### config.mk
export PLATFORM = sky130hd
export DESIGN_NAME = frame_sync_gen
export DESIGN_NICKNAME = d
export VERILOG_FILES = /design/src/rtl/fsg_pkg.sv /design/src/rtl/fsg_unpack.sv /design/src/rtl/fsg_clkdiv.sv /design/src/rtl/fsg_framer.sv /design/src/rtl/frame_sync_gen.sv
export SDC_FILE = /design/constraint.sdc
export NUM_CORES = 1
export LEC_CHECK = 0
export ABC_CLOCK_PERIOD_IN_PS = 2300
export BUFFER_PORTS_ARGS = -buffer_cell sky130_fd_sc_hd__buf_2
export CORE_MARGIN = 1.5
export CORE_UTILIZATION = 55
export CTS_BUF_LIST = sky130_fd_sc_hd__clkbuf_4 sky130_fd_sc_hd__clkbuf_8 sky130_fd_sc_hd__clkbuf_16
export DETAILED_ROUTE_END_ITERATION = 7
export HOLD_SLACK_MARGIN = 0.08
export PLACE_DENSITY = 0.8
export SLEW_MARGIN = 0
export SYNTH_ARGS = -nofsm -noshare
export SYNTH_HDL_FRONTEND = slang
export SYNTH_SLANG_ARGS = --single-unit
export TNS_END_PERCENT = 100
### constraint.sdc
create_clock -name clk -period 2.3 [get_ports clk]
set_input_delay 0.23 -clock clk [delete_from_list [all_inputs] [get_ports clk]]
set_output_delay 0.23 -clock clk [all_outputs]
set_load 0.02 [all_outputs]
### src/rtl/fsg_pkg.sv
package fsg_pkg;

    typedef enum logic [1:0] {
        FS_IDLE = 2'd0,
        FS_SYNC = 2'd1,
        FS_GAP  = 2'd2
    } fs_state_e;

endpackage

### src/rtl/fsg_unpack.sv
module fsg_unpack #(
    parameter int CFG_W = 32,
    parameter int DIV_W = 10,
    parameter int WID_W = 6,
    parameter int PER_W = 13
) (
    input  logic [CFG_W-1:0] cfg,
    output logic [DIV_W-1:0] div_val,
    output logic [WID_W-1:0] wid_val,
    output logic [PER_W-1:0] per_val
);

    localparam int DIV_LSB = 0;
    localparam int WID_LSB = DIV_LSB + DIV_W;
    localparam int PER_LSB = WID_LSB + WID_W;
    localparam int USED_W  = PER_LSB + PER_W;

    assign div_val = cfg[DIV_LSB +: DIV_W];
    assign wid_val = cfg[WID_LSB +: WID_W];
    assign per_val = cfg[PER_LSB +: PER_W];

    // Upper bits beyond the three fields carry no meaning here.
    generate
        if (CFG_W > USED_W) begin : g_spare
            logic unused_spare;
            assign unused_spare = ^cfg[CFG_W-1:USED_W];
        end
    endgenerate

endmodule

### src/rtl/fsg_clkdiv.sv
module fsg_clkdiv #(
    parameter int DIV_W = 10
) (
    input  logic             clk,
    input  logic             rst_n,
    input  logic             run,
    input  logic [DIV_W-1:0] div_val,
    output logic             lvl,
    output logic             rise_stb,
    output logic             fall_stb
);

    logic [DIV_W-1:0] cnt;
    logic             hit;

    assign hit = (cnt == div_val);

    always_ff @(posedge clk or negedge rst_n) begin
        if (!rst_n) begin
            cnt      <= '0;
            lvl      <= 1'b0;
            rise_stb <= 1'b0;
            fall_stb <= 1'b0;
        end else if (!run) begin
            cnt      <= '0;
            lvl      <= 1'b0;
            rise_stb <= 1'b0;
            fall_stb <= 1'b0;
        end else begin
            rise_stb <= hit && !lvl;
            fall_stb <= hit && lvl;
            if (hit) begin
                cnt <= '0;
                lvl <= ~lvl;
            end else begin
                cnt <= cnt + 1'b1;
            end
        end
    end

endmodule

### src/rtl/fsg_framer.sv
module fsg_framer
    import fsg_pkg::*;
#(
    parameter int WID_W = 6,
    parameter int PER_W = 13
) (
    input  logic             clk,
    input  logic             rst_n,
    input  logic             run,
    input  logic             adv,
    input  logic [WID_W-1:0] wid_val,
    input  logic [PER_W-1:0] per_val,
    output logic             sync_on,
    output logic             sof
);

    localparam int CMP_W = ((PER_W > WID_W) ? PER_W : WID_W) + 1;

    fs_state_e        state, nxt_state;
    logic [PER_W-1:0] bit_cnt, nxt_cnt, nb;
    logic             nxt_sof;
    logic             in_width;

    assign nb       = bit_cnt + 1'b1;
    assign in_width = (CMP_W'(nb) <= CMP_W'(wid_val));

    // Next-state logic
    always_comb begin
        nxt_state = state;
        nxt_cnt   = bit_cnt;
        nxt_sof   = 1'b0;
        if (!run) begin
            nxt_state = FS_IDLE;
            nxt_cnt   = '0;
        end else if (adv) begin
            unique case (state)
                FS_IDLE: begin
                    nxt_state = FS_SYNC;
                    nxt_cnt   = '0;
                    nxt_sof   = 1'b1;
                end
                FS_SYNC, FS_GAP: begin
                    if (bit_cnt == per_val) begin
                        nxt_state = FS_SYNC;
                        nxt_cnt   = '0;
                        nxt_sof   = 1'b1;
                    end else begin
                        nxt_cnt   = nb;
                        nxt_state = in_width ? FS_SYNC : FS_GAP;
                    end
                end
                default: begin
                    nxt_state = FS_IDLE;
                    nxt_cnt   = '0;
                end
            endcase
        end
    end

    // State register
    always_ff @(posedge clk or negedge rst_n) begin
        if (!rst_n) begin
            state   <= FS_IDLE;
            bit_cnt <= '0;
            sof     <= 1'b0;
        end else begin
            state   <= nxt_state;
            bit_cnt <= nxt_cnt;
            sof     <= nxt_sof;
        end
    end

    // Outputs
    always_comb begin
        unique case (state)
            FS_SYNC: sync_on = 1'b1;
            FS_IDLE,
            FS_GAP:  sync_on = 1'b0;
            default: sync_on = 1'b0;
        endcase
    end

endmodule

### src/rtl/frame_sync_gen.sv
module frame_sync_gen #(
    parameter int CFG_W = 32,
    parameter int DIV_W = 10,
    parameter int WID_W = 6,
    parameter int PER_W = 13
) (
    input  logic             clk,
    input  logic             rst_n,
    input  logic             gen_en,
    input  logic             fgen_en,
    input  logic [CFG_W-1:0] cfg_word,
    input  logic             clk_pol,
    input  logic             fs_pol,
    output logic             bclk,
    output logic             bclk_rise,
    output logic             bclk_fall,
    output logic             fs,
    output logic             sof
);

    logic             run;
    logic [DIV_W-1:0] div_val;
    logic [WID_W-1:0] wid_val;
    logic [PER_W-1:0] per_val;
    logic             lvl, int_rise, int_fall, sync_on;

    assign run = gen_en & fgen_en;

    fsg_unpack #(
        .CFG_W (CFG_W),
        .DIV_W (DIV_W),
        .WID_W (WID_W),
        .PER_W (PER_W)
    ) u_unpack (
        .cfg     (cfg_word),
        .div_val (div_val),
        .wid_val (wid_val),
        .per_val (per_val)
    );

    fsg_clkdiv #(
        .DIV_W (DIV_W)
    ) u_clkdiv (
        .clk      (clk),
        .rst_n    (rst_n),
        .run      (run),
        .div_val  (div_val),
        .lvl      (lvl),
        .rise_stb (int_rise),
        .fall_stb (int_fall)
    );

    fsg_framer #(
        .WID_W (WID_W),
        .PER_W (PER_W)
    ) u_framer (
        .clk     (clk),
        .rst_n   (rst_n),
        .run     (run),
        .adv     (int_rise),
        .wid_val (wid_val),
        .per_val (per_val),
        .sync_on (sync_on),
        .sof     (sof)
    );

    // The internal rising edge is always the active edge; the pin
    // polarity decides whether it appears as a rising or falling edge.
    assign bclk      = clk_pol ? lvl : ~lvl;
    assign bclk_rise = clk_pol ? int_rise : int_fall;
    assign bclk_fall = clk_pol ? int_fall : int_rise;
    assign fs        = sync_on ^ fs_pol;

endmodule

-- Word-level counts from Yosys, hierarchy flattened
Index checks and enable logic that the tools add are counted.
- bits in registers: 29
- input port bits: 38
- word-level logic and storage cells: 47
- add/sub/neg operators: 2
- $lt $le $gt $ge: 1
- equality and inequality tests: 6
- muxes and demuxes: 23
- bitwise operators: 3
- reduce and logical (&&, ||, !) cells: 5
- operators by type and width (operator ; number):
    $mux W13 ; 4
    $mux W10 ; 2
    $add A13 B1 Y13 const B ; 1
    $eq A13 B13 Y1 ; 1
    $le A13 B6 Y1 ; 1
    $mux W1 ; 11
    $add A10 B1 Y10 const B ; 1
    $eq A10 B10 Y1 ; 1
    $mux W2 ; 4
    $ne A2 B2 Y1 const B ; 2
    $pmux W2 S2 ; 1
    $eq A2 B1 Y1 const B ; 1
    $eq A2 B2 Y1 const B ; 1
    $logic_and A1 B1 Y1 ; 2
    $logic_not A2 Y1 ; 1
    $pmux W1 S2 ; 1
    $reduce_or A2 Y1 ; 1
    $and A1 B1 Y1 ; 1
    $logic_not A1 Y1 ; 1
    $not A1 Y1 ; 1
    $xor A1 B1 Y1 ; 1

-- Depth between registers and ports, before layout
Gate-level depths: netlist of run 1.
- depth in word-level cells: 7
- gate-level depth with buffers: 10
- mapped depth without buffers: 9

-- Cells and area by module
A second synthesis of run 1 with hierarchy kept.
- cell total of the unflattened synthesis: 251
- area, all modules: 2301.0 µm²
- by module, submodules not included (module ; times used ; cells each ; area an instance (µm²) ; sequential area each (µm²)):
    fsg_framer ; 1 ; 149 ; 1328.8 ; 400.4
    fsg_clkdiv ; 1 ; 68 ; 708.2 ; 325.3
    fsg_unpack ; 1 ; 29 ; 217.7 ; 0.0
    frame_sync_gen ; 1 ; 5 ; 46.3 ; 0.0

-- Least setup slack after synthesis of run 1
OpenSTA, ideal clock, no wires.
- kind: register to register
- start point: register u_framer.bit_cnt[3]
- end point: register u_framer.state[1]
- setup time: 121 ps
- data arrival time: 1915 ps
- slack: 264 ps
- stages on the path, launching flop included: 10
- path buffers: 0
- cell sequence: dfrtp_1 and4_4 nand2_1 xnor2_1 ha_1 a21oi_1 nand2_1 o21ai_0 nand4_1 a32o_2
- cells in the longest elaborated chain, start to end: 7
- ends and longest elaborated chain (element ; line ; RTL):
    from (decl) ; fsg_framer.sv:20 ; logic [PER_W-1:0] bit_cnt, nxt_cnt, nb;
    from (signal assigned) ; fsg_framer.sv:68 ; bit_cnt <= nxt_cnt;
    $add A13 B1 Y13 ; fsg_framer.sv:24 ; assign nb = bit_cnt + 1'b1;
    $le A13 B6 Y1 ; fsg_framer.sv:25 ; assign in_width = (CMP_W'(nb) <= CMP_W'(wid_val));
    $mux W2 ; fsg_framer.sv:49 ; nxt_state = in_width ? FS_SYNC : FS_GAP;
    $mux W2 * ; fsg_framer.sv:43 ; if (bit_cnt == per_val) begin
    $pmux W2 S2 * ; fsg_framer.sv:36 ; unique case (state)
    $mux W2 * ; fsg_framer.sv:35 ; end else if (adv) begin
    $mux W2 * ; fsg_framer.sv:32 ; if (!run) begin
    to (signal assigned) ; fsg_framer.sv:67 ; state <= nxt_state;
    to (decl) ; fsg_framer.sv:19 ; fs_state_e state, nxt_state;
Every way passes the cells marked *; elsewhere a longest branch is shown, timed or not. The select of a mux whose other input is x is not followed.
A chain may end at the register's enable or synchronous reset.

-- Worst setup path after layout of run 1
- start point: register u_framer.bit_cnt[0]
- end point: register u_framer.state[1]
Same word-level chain as after synthesis.

==> impl_metrics.env, run 1 <==
export IMPL_routabilityCongestion=0.8098
export IMPL_grt_max_degree=30
export IMPL_syn_area_um2=2077
export IMPL_drc=0
export IMPL_cts_root_buffer="clkbuf_8"
export IMPL_synthTopCellsByArea="dfrtp_1 (35%), xnor2_1 (11%), ha_1 (6.6%), xor2_1 (6.3%), nand2_1 (4.5%)"
export IMPL_crit_start="u_framer.bit_cnt[0]"
export IMPL_grt_pass1_wl_um=7714
export IMPL_vdd_drop_max_uv=317.7
export IMPL_finalHoldViolCount=0
export IMPL_synth_edff_count=0
export IMPL_synth_seq_cells=29
export IMPL_synth_nets=283
export IMPL_post_cts_buffers=0
export IMPL_relSlewSlack=0.5602
export IMPL_hp_start="fgen_en"
export IMPL_dp_final_hpwl_um=3304
export IMPL_htree_levels=2
export IMPL_tightest_slew_ps=659.8
export IMPL_fillers=325
export IMPL_fin_hold_ws_ps=218.8
export IMPL_final_min_clock_period_ps=2217
export IMPL_grt_usage=0.2410
export IMPL_rsz0062_at_grt="false"
export IMPL_dieArea_um2=4154
export IMPL_synth_ff_type="dfrtp_1"
export IMPL_min_period_over_period=0.9640
export IMPL_cts_buffer_depth=2
export IMPL_rr_startpoint="u_framer.bit_cnt[0]"
export IMPL_yosysUniqueCellTypes=40
export IMPL_avgSynthCellArea_um2=8.876
export IMPL_drive_gt1_frac=0.2652
export IMPL_portBuffers=39
export IMPL_avgRoutedWirePerCell_um=13.57
export IMPL_crit_type="flop to flop"
export IMPL_power_density_nw_per_um2=418.5
export IMPL_leakagePower_nw=1.177
export IMPL_setup_viol=0
export IMPL_initial_core_util=0.5716
export IMPL_via_per_inst=5.544
export IMPL_ys_top_cells_by_count="dfrtp_1 (29), xnor2_1 (27), nand2_1 (25)"
export IMPL_status="finished clean"
export IMPL_critPathMaxFanout=4
export IMPL_drt_iter0_drc=106
export IMPL_dr_total_vias=1813
export IMPL_slew_viol_final=0
export IMPL_rows=22
export IMPL_cts_tree="done"
export IMPL_dp_slack_ps=-34.03
export IMPL_ioPinCount=43
export IMPL_wirelength_um=4439
export IMPL_crit_required_ps=2480
export IMPL_synth_seq_area_share=0.3494
export IMPL_antenna_cells=0
export IMPL_die_x_um=64.45
export IMPL_ant_nets=0
export IMPL_cp_end_kind="flop"
export IMPL_core_um2=3633
export IMPL_path_clk_slew_ps=70
export IMPL_yosysMostFrequentCell="dfrtp_1"
export IMPL_cts_sinks=29
export IMPL_layout_nets=327
export IMPL_async_reset_ff_frac=1.000
export IMPL_overflow=0
export IMPL_yosysTopAreaCell="dfrtp_1"
export IMPL_critPathArrivalTime_ps=2400
export IMPL_skew_ps=7.757
export IMPL_ys_warn_count=0
export IMPL_hp_class="input port to flop"
export IMPL_cts_buffers=5
export IMPL_grt_pass1_vias=1745
export IMPL_setup_ws_ps=82.90
export IMPL_netlist_instances=234
export IMPL_startpoint_type="flop"
export IMPL_clock_latency_ps=290
export IMPL_drtPass1Iterations=4
export IMPL_cap_violations=0
export IMPL_antenna_found_initial=0
export IMPL_fmax_mhz=451.0
export IMPL_fp_dieH_um=64.45
export IMPL_syn_to_final_growth_pct=18.37
export IMPL_yosysTopAreaCellShare=0.3494
==> timing repair <==
action                     4_1_cts  5_1_grt
hold buffers                     1        0
pin swaps                        0        4
setup endpoints to repair        1        1
hold endpoints to repair        29        0
gates resized for setup          1        5
==> cell type report <==
type / count / area (um^2) / share of cell area
tap: 48 / 60.06 / 0.02443
clock buffer: 5 / 68.82 / 0.02799
timing repair buffer: 49 / 272.8 / 0.1109
sequential: 29 / 726.9 / 0.2957
clock inverter: 3 / 17.52 / 0.007125
multi-input combinational: 181 / 1267 / 0.5155
inverter: 12 / 45.04 / 0.01832
==> report_power, final <==
part	total, W	switching [W]	leakage [nW]	internal [W]
registers	0.000514	0.00000229	0.403	0.000512
logic	0.0000948	0.0000493	0.730	0.0000455
clock network	0.000420	0.000212	0.0439	0.000208
total	0.00103	0.000264	1.18	0.000765
==> through the flow <==
stage                     power [W]  cell area, um^2  cells  setup TNS, ps  utilization
after floorplan           0.0005639             2077    234              0            -
after global placement    0.0006168             2352    319              0       0.6474
after detailed placement  0.0006196             2352    319         -34.03       0.6474
after CTS                  0.001042             2449    328              0       0.6739
after global routing       0.001066             2459    327              0       0.6767
final                      0.001029             2459    327              0       0.6767
==> logic make-up after synthesis <==
group / share of synthesized area
compound gates: 0.1163
flops: 0.3494
xor+xnor: 0.1771
simple gates: 0.2271
mux: 0.01566
fa+ha+maj: 0.06626
buf+inv: 0.04819
==> state kept, by name (all words and copies together), names as in the netlist <==
signal and flops:
u_framer.bit_cnt 13, u_clkdiv.cnt 10, u_framer.state 2, u_clkdiv.fall_stb 1
u_clkdiv.lvl 1, u_clkdiv.rise_stb 1, u_framer.sof 1
==> placed cells by master, fill, tap and decap left out, types with 9 or more instances in the layout <==
cell	netlist	routed
buf_2	2	39
buf_4	0	9
nand2_1	25	24
inv_1	12	12
xor2_1	15	15
ha_1	11	10
nor2_1	20	20
and3_1	9	9
xnor2_1	27	26
nand3_1	10	10
dfrtp_1	29	28
==> worst max-delay path, stage by stage, from the launching register on <==
cell	delay, ps
dfrtp_1	420
and4_4	250
nand2_2	70
xnor2_2	150
ha_1	360
a21oi_2	180
nand2_1	70
o21ai_1	170
nand4_1	160
a32o_2	270
==> per-layer routing <==
metal | part of all wire | global-route usage
met3 | 0.039 | 0.04861
met1 | 0.44 | 0.2680
met4 | 0.021 | 0.1117
met2 | 0.50 | 0.4401
met5 | 0 | 0
==> final timing paths <==
path / to / slack (ps) / depth (start not counted)
max: u_framer.state[1] / 80 / 9
min: u_clkdiv.fall_stb / 220 / 3
max reg2reg: u_framer.state[1] / 80 / 9
min reg2reg: u_clkdiv.rise_stb / 520 / 1
max in group asynchronous: u_framer.bit_cnt[1] / 1340 / 2
min in group asynchronous: u_framer.bit_cnt[0] / 500 / 2
No activity file was read; power rests on OpenSTA's default activity.
==> inputs of run 2 (changes only) <==
--- a/config.mk
+++ b/config.mk
@@ -12,9 +12,10 @@
 export CTS_BUF_LIST = sky130_fd_sc_hd__clkbuf_4 sky130_fd_sc_hd__clkbuf_8 sky130_fd_sc_hd__clkbuf_16
 export DETAILED_ROUTE_END_ITERATION = 7
 export HOLD_SLACK_MARGIN = 0.08
-export PLACE_DENSITY = 0.8
+export PLACE_DENSITY = 0.79
 export SLEW_MARGIN = 0
 export SYNTH_ARGS = -nofsm -noshare
 export SYNTH_HDL_FRONTEND = slang
+export SYNTH_HIERARCHICAL = 1
 export SYNTH_SLANG_ARGS = --single-unit
 export TNS_END_PERCENT = 100
==> run 2 against run 1 <==
Effect of this change:
- the run now ends with setup timing left
- die area rose by 10%
- via count rose by 3.4%
- non-clock buffer count rose by 15
- largest power group is now the clock network
- first-iteration DRC count grew 7.5%
- power up 14%
- synthesized area rose by 11%
- global-route usage down 2.4 points
- sequential cell count did not move
- critical endpoint is now u_framer/state[1]
- utilization is 0.63 points lower
- sequential share of layout area decreased by 2.4 points
==> impl_metrics.env, run 2 <==
export IMPL_yosysMostFrequentCell="xnor2_1"
export IMPL_power_density_nw_per_um2=437.7
export IMPL_htree_levels=2
export IMPL_fin_tns_setup_ps=-261.9
export IMPL_avgSynthCellArea_um2=9.167
export IMPL_relSlewSlack=0.4966
export IMPL_antenna_cells=0
export IMPL_grt_pass1_wl_um=7396
export IMPL_setup_ws_ps=-139.7
export IMPL_layout_nets=334
export IMPL_cts_tree="done"
export IMPL_portBuffers=39
export IMPL_top_register="u_framer/bit_cnt"
export IMPL_via_per_inst=5.577
export IMPL_antenna_found_initial=0
export IMPL_violations="setup timing"
export IMPL_drc=0
export IMPL_ys_warn_count=6
export IMPL_synth_seq_cells=29
export IMPL_dieArea_um2=4581
export IMPL_final_min_clock_period_ps=2440
export IMPL_crit_required_ps=2460
export IMPL_leakagePower_nw=1.200
export IMPL_core_um2=4000
export IMPL_synth_ff_type="dfrtp_1"
export IMPL_synthTopCellsByArea="dfrtp_1 (32%), xnor2_1 (13%), buf_4 (9.5%), ha_1 (6.0%), nor2_1 (2.9%)"
export IMPL_skew_ps=4.007
export IMPL_overflow=0
export IMPL_totalPowerFinal_w=0.001174
export IMPL_synth_seq_area_share=0.3154
export IMPL_rsz0062_at_grt="true"
export IMPL_post_dp_cell_area_um2=2451
export IMPL_fp_dieH_um=67.68
export IMPL_cts_sinks=29
export IMPL_wirelength_um=4553
export IMPL_tightest_slew_ps=755.1
export IMPL_crit_type="flop to flop"
export IMPL_netlist_instances=251
export IMPL_die_x_um=67.68
export IMPL_synth_nets=300
export IMPL_cts_buffers=5
export IMPL_yosysUniqueCellTypes=49
export IMPL_syn_area_um2=2301
export IMPL_grt_pass1_vias=1639
export IMPL_yosysTopAreaCellShare=0.3154
export IMPL_min_period_over_period=1.061
export IMPL_drtPass1Iterations=4
export IMPL_cts_buffer_depth=2
export IMPL_ant_nets=0
export IMPL_syn_to_final_growth_pct=16.53
export IMPL_setup_viol=2
export IMPL_hp_class="input port to flop"
export IMPL_clock_latency_ps=280
export IMPL_status="complete, but fails checks"
export IMPL_synth_edff_count=0
export IMPL_grt_usage=0.2175
export IMPL_dr_total_vias=1874
export IMPL_cap_violations=0
export IMPL_routabilityCongestion=0.8022
export IMPL_largest_reg_flops=13
export IMPL_ioPinCount=43
export IMPL_reg_top3="u_framer/bit_cnt x13, u_clkdiv/cnt x10, u_framer/state x2"
export IMPL_final_common_cell="buf_2"
export IMPL_final_cell_area_um2=2681
export IMPL_rows=23
export IMPL_dp_final_hpwl_um=3226
export IMPL_cts_root_buffer="clkbuf_8"
export IMPL_critPathMaxFanout=3
export IMPL_slew_viol_final=0
export IMPL_initial_core_util=0.5752
export IMPL_startpoint_type="flop"
export IMPL_yosysTopAreaCell="dfrtp_1"
export IMPL_fmax_mhz=409.9
export IMPL_finalHoldViolCount=0
export IMPL_async_reset_ff_frac=1.000
export IMPL_drt_iter0_drc=114
export IMPL_fillers=316
export IMPL_final_cell_mix="buf_2 (39), xnor2_1 (31), dfrtp_1 (27)"
export IMPL_path_clk_slew_ps=60
export IMPL_critPathArrivalTime_ps=2600
export IMPL_grt_max_degree=30
export IMPL_ys_top_cells_by_count="xnor2_1 (33), buf_4 (29), dfrtp_1 (29)"
export IMPL_cp_end_kind="flop"
export IMPL_vdd_drop_max_uv=483.6
export IMPL_drive_gt1_frac=0.3322
export IMPL_avgRoutedWirePerCell_um=13.55
## run 2: report_power, final
| part | switching, W | internal (W) | total (W) | leakage (nW) |
|---|---|---|---|---|
| clock network | 0.000187 | 0.000364 | 0.000551 | 0.0619 |
| logic | 0.0000556 | 0.0000523 | 0.000108 | 0.737 |
| registers | 0.00000241 | 0.000512 | 0.000514 | 0.401 |
## run 2: stage by stage
step           hold WS [ps]  std cells  utilization  worst slack, ps
2_1_floorplan        -65.59        251            -           -77.35
3_3_place_gp          292.9        321       0.6128           -99.38
3_5_place_dp          284.8        321       0.6128           -161.4
4_1_cts               462.1        332       0.6500           -125.5
5_1_grt               509.6        336       0.6703           -267.3
6_report              470.0        336       0.6703           -139.7
## run 2: worst paths after layout
kind | from | endpoint | slack [ps] | cells past startpoint
min | cfg_word[8] | u_clkdiv/lvl | 470 | 5
min in group asynchronous | rst_n | u_framer/bit_cnt[4] | 510 | 2
max | u_framer/bit_cnt[1] | u_framer/state[1] | -140 | 10
min reg2reg | u_clkdiv/cnt[0] | u_clkdiv/cnt[0] | 530 | 1
max in group asynchronous | rst_n | u_framer/bit_cnt[0] | 1340 | 2
max reg2reg | u_framer/bit_cnt[1] | u_framer/state[1] | -140 | 10
## run 2: layout make-up
type | instances | area (um^2) | area share
clock buffer | 7 | 90.09 | 0.03360
clock inverter | 1 | 30.03 | 0.01120
inverter | 13 | 48.80 | 0.01820
timing repair buffer | 64 | 385.4 | 0.1437
multi-input combinational | 172 | 1336 | 0.4984
sequential | 29 | 728.2 | 0.2716
tap | 50 | 62.56 | 0.02333
## run 2: cell families (layout without fill, tap and decap cells)
kind of cell | count (synthesis) | count (layout) | synth area share
buffers and inverters | 50 | 85 | 0.1349
AO/OA/AOI/OAI | 34 | 34 | 0.1060
multiplexers | 5 | 5 | 0.02284
XOR/XNOR | 41 | 41 | 0.1593
adder cells (fa/ha/maj) | 11 | 11 | 0.05981
AND/OR/NAND/NOR | 81 | 81 | 0.2017
flip-flops | 29 | 29 | 0.3154
## run 2: timing repair
item | CTS | global route
gates resized for setup | 1 | 7
pin swaps | 2 | 9
hold endpoints to repair | 29 | 0
gates cloned | 0 | 0
setup endpoints to repair | 2 | 2
hold buffers | 1 | 0
buffers inserted | 2 | 4
## run 2: critical path: stages (launching register included)
cell      delay (ps)
dfrtp_1          380
and4_4           260
nand2_4           70
xnor2_4          210
ha_4             230
a21o_1           170
a211oi_2         220
a21oi_2           90
or4b_4           530
nor2_2            90
o22ai_1           60
## run 2: metal layers
layer  part of all wire  GRT usage  up-vias  wire length (um)
li1                   -          -      908                 -
met1               0.44     0.2908      885              2005
met2               0.47     0.3444       69              2145
met3              0.065    0.04667       12               294
met4              0.024    0.08163        0               108
met5                  0          0        -                 0
==> inputs of run 3 (changes only) <==
--- a/config.mk
+++ b/config.mk
@@ -7,12 +7,15 @@
 export LEC_CHECK = 0
 export ABC_CLOCK_PERIOD_IN_PS = 2300
 export BUFFER_PORTS_ARGS = -buffer_cell sky130_fd_sc_hd__buf_2
+export CELL_PAD_IN_SITES_DETAIL_PLACEMENT = 1
+export CELL_PAD_IN_SITES_GLOBAL_PLACEMENT = 1
 export CORE_MARGIN = 1.5
-export CORE_UTILIZATION = 55
-export CTS_BUF_LIST = sky130_fd_sc_hd__clkbuf_4 sky130_fd_sc_hd__clkbuf_8 sky130_fd_sc_hd__clkbuf_16
+export CORE_UTILIZATION = 44
+export CTS_BUF_LIST = sky130_fd_sc_hd__clkbuf_8
 export DETAILED_ROUTE_END_ITERATION = 7
 export HOLD_SLACK_MARGIN = 0.08
-export PLACE_DENSITY = 0.79
+export PLACE_DENSITY_LB_ADDON = 0.1
+export RECOVER_POWER = 100
 export SLEW_MARGIN = 0
 export SYNTH_ARGS = -nofsm -noshare
 export SYNTH_HDL_FRONTEND = slang
==> run 3 against run 2 <==
Effect of this change:
- the run ends with capacitance limit, slew limit, setup timing left
- setup slack improved by 20 ps
- wire length increased by 15%
- first-iteration DRC count decreased by 39%
- register-to-register slack improved by 20 ps
- clock power increased by 17%
- sequential power about the same
- critical endpoint unchanged
==> impl_metrics.env, run 3 (synthesis gave the netlist of run 2 again) <==
export IMPL_setup_viol=2
export IMPL_busiest_layer="met2"
export IMPL_drive_gt1_frac=0.2958
export IMPL_grt_max_degree=30
export IMPL_routabilityCongestion=0.7331
export IMPL_multi_input_area_um2=1306
export IMPL_dr_total_vias=1852
export IMPL_rrSetupSlack_ps=-120
export IMPL_fillers=619
export IMPL_dp_slack_ps=-194.6
export IMPL_crit_type="flop to flop"
export IMPL_reg2reg_to="u_framer/state[1]"
export IMPL_layout_nets=332
export IMPL_max_stage_delay_ps=500
export IMPL_initial_core_util=0.4534
export IMPL_htree_levels=2
export IMPL_cts_root_buffer="clkbuf_8"
export IMPL_antenna_found_initial=0
export IMPL_fin_hold_ws_ps=440.0
export IMPL_cts_tree="done"
export IMPL_grtUsageMet1=0.2508
export IMPL_critPathArrivalTime_ps=2590
export IMPL_p_int_w=0.0009920
export IMPL_ant_nets=0
export IMPL_crit_family="simple AND/OR/NAND/NOR gates"
export IMPL_met3_usage=0.04762
export IMPL_die_x_um=75.32
export IMPL_power_density_nw_per_um2=472.7
export IMPL_vdd_drop_max_uv=330.1
export IMPL_grt_pass1_wl_um=8411
export IMPL_drtPass1Iterations=4
export IMPL_dieArea_um2=5672
export IMPL_antenna_cells=0
export IMPL_skew_ps=4.790
export IMPL_fp_dieH_um=75.32
export IMPL_top_register="u_framer/bit_cnt"
export IMPL_grt_usage=0.1993
export IMPL_startpoint_type="flop"
export IMPL_seq_power_share=0.408
export IMPL_p_comb_frac=0.083
export IMPL_overflow=0
export IMPL_final_cell_area_um2=2669
export IMPL_tightest_slew_ps=1665
export IMPL_reg2regPathDepth=10
export IMPL_cts_buffer_depth=2
export IMPL_avgRoutedWirePerCell_um=14.83
export IMPL_largest_reg_flops=13
export IMPL_rsz0062_at_grt="true"
export IMPL_min_period_over_period=1.052
export IMPL_crit_slowest_cell="or4b_4"
export IMPL_wirelength_um=5249
export IMPL_hp_class="input port to flop"
export IMPL_final_seq_area_um2=729.5
export IMPL_critPathBufInv=0
export IMPL_crit_cells=10
export IMPL_syn_to_final_growth_pct=15.99
export IMPL_rows=26
export IMPL_final_common_cell="buf_2"
export IMPL_cp_end_kind="flop"
export IMPL_finalHoldViolCount=0
export IMPL_reg_top3="u_framer/bit_cnt x13, u_clkdiv/cnt x10, u_framer/state x2"
export IMPL_cts_buffers=5
export IMPL_grt_pass1_vias=1810
export IMPL_final_min_clock_period_ps=2420
export IMPL_via_per_inst=5.232
export IMPL_dp_final_hpwl_um=3912
export IMPL_final_cell_mix="buf_2 (33), xnor2_1 (32), dfrtp_1 (26)"
export IMPL_slew_viol_final=30
export IMPL_portBuffers=39
export IMPL_crit_start="u_framer/bit_cnt[0]"
export IMPL_clock_latency_ps=280
export IMPL_leakagePower_nw=1.160
export IMPL_grtUsageMet2=0.3402
export IMPL_cap_violations=1
export IMPL_status="complete, but fails checks"
export IMPL_ioPinCount=43
export IMPL_swShare=0.2137
export IMPL_critPathCapture="u_framer/state[1]"
export IMPL_drc=0
export IMPL_rr_startpoint="u_framer/bit_cnt[0]"
export IMPL_totalPowerFinal_w=0.001262
export IMPL_crit_required_ps=2470
export IMPL_fmax_mhz=413.2
export IMPL_path_clk_slew_ps=70
export IMPL_relSlewSlack=-0.1099
export IMPL_violations="capacitance limit, slew limit, setup timing"
export IMPL_post_dp_cell_area_um2=2484
export IMPL_drt_iter0_drc=69
export IMPL_cts_sinks=29
export IMPL_p_switching_w=0.0002697
export IMPL_path_cells="and4_4, nand2_4, xnor2_4, ha_4, a21o_1, a211oi_2, a21oi_2, or4b_4, nor2_1, o22ai_1"
export IMPL_critPathMaxFanout=4
export IMPL_setup_ws_ps=-120.0
export IMPL_clkPwrFrac=0.509
export IMPL_core_um2=5075
[run 3: changes by cell type in the layout (fill, tap and decap cells not counted), sizes merged]
cell,previous run,this run
buf,63,54
clkinv,0,1
clkbuf,7,12
bufinv,1,2
[run 3: worst min path at each step]
stage                     depth (start not counted)  slack (ps)                end   startpoint
after floorplan                                   0         -70    u_clkdiv/cnt[0]        rst_n
after global placement                            1         310  u_clkdiv/fall_stb        rst_n
after detailed placement                          1         320       u_clkdiv/lvl        rst_n
after CTS                                         5         450       u_clkdiv/lvl  cfg_word[8]
after global routing                              5         470       u_clkdiv/lvl  cfg_word[8]
final                                             5         440       u_clkdiv/lvl  cfg_word[8]
[run 3: tightest hold or removal path, delay by kind of cell]
kind / cells / cell delay (ps)
AND/OR/NAND/NOR: 2 / 190
multiplexers: 1 / 130
buffers and inverters: 1 / 80
XOR/XNOR: 1 / 50
[run 3: power groups by stage]
stage	clock (W)	combinational [W]	sequential (W)
after detailed placement	0	0.000109	0.000524
after floorplan	0	0.0000901	0.000523
after CTS	0.000656	0.000111	0.000514
final	0.000643	0.000105	0.000514
after global routing	0.000676	0.000118	0.000514
after global placement	0	0.000106	0.000524
[run 3: final cells by class]
| class | instances | share of cell area |
|---|---|---|
| Clock inverter | 3 | 0.02438 |
| Timing Repair Buffer | 62 | 0.1360 |
| Sequential cell | 29 | 0.2733 |
| Multi-Input combinational cell | 172 | 0.4895 |
| Inverter | 13 | 0.01828 |
| Tap cell | 70 | 0.03282 |
| Clock buffer | 5 | 0.02579 |
[run 3: metrics by stage]
step             util  setup TNS (ps)  instances
2_1_floorplan       -          -107.7        251
3_3_place_gp   0.4894          -223.9        342
3_5_place_dp   0.4894          -357.1        342
4_1_cts        0.5239          -289.2        354
5_1_grt        0.5259          -640.7        354
6_report       0.5259          -183.0        354
[run 3: routing by layer]
metal	wire, um	vias up
met2	2671	28
li1	-	898
met5	0	-
met3	149	2
met1	2394	924
met4	34	0
[run 3: repair_timing]
action                                  in CTS  in global routing
gates resized for setup                      2                  7
pin swaps                                    1                  5
endpoints found under the setup margin       2                  3
buffers inserted                             3                  0
hold buffers                                 1                  0
hold endpoints to repair                    29                  0
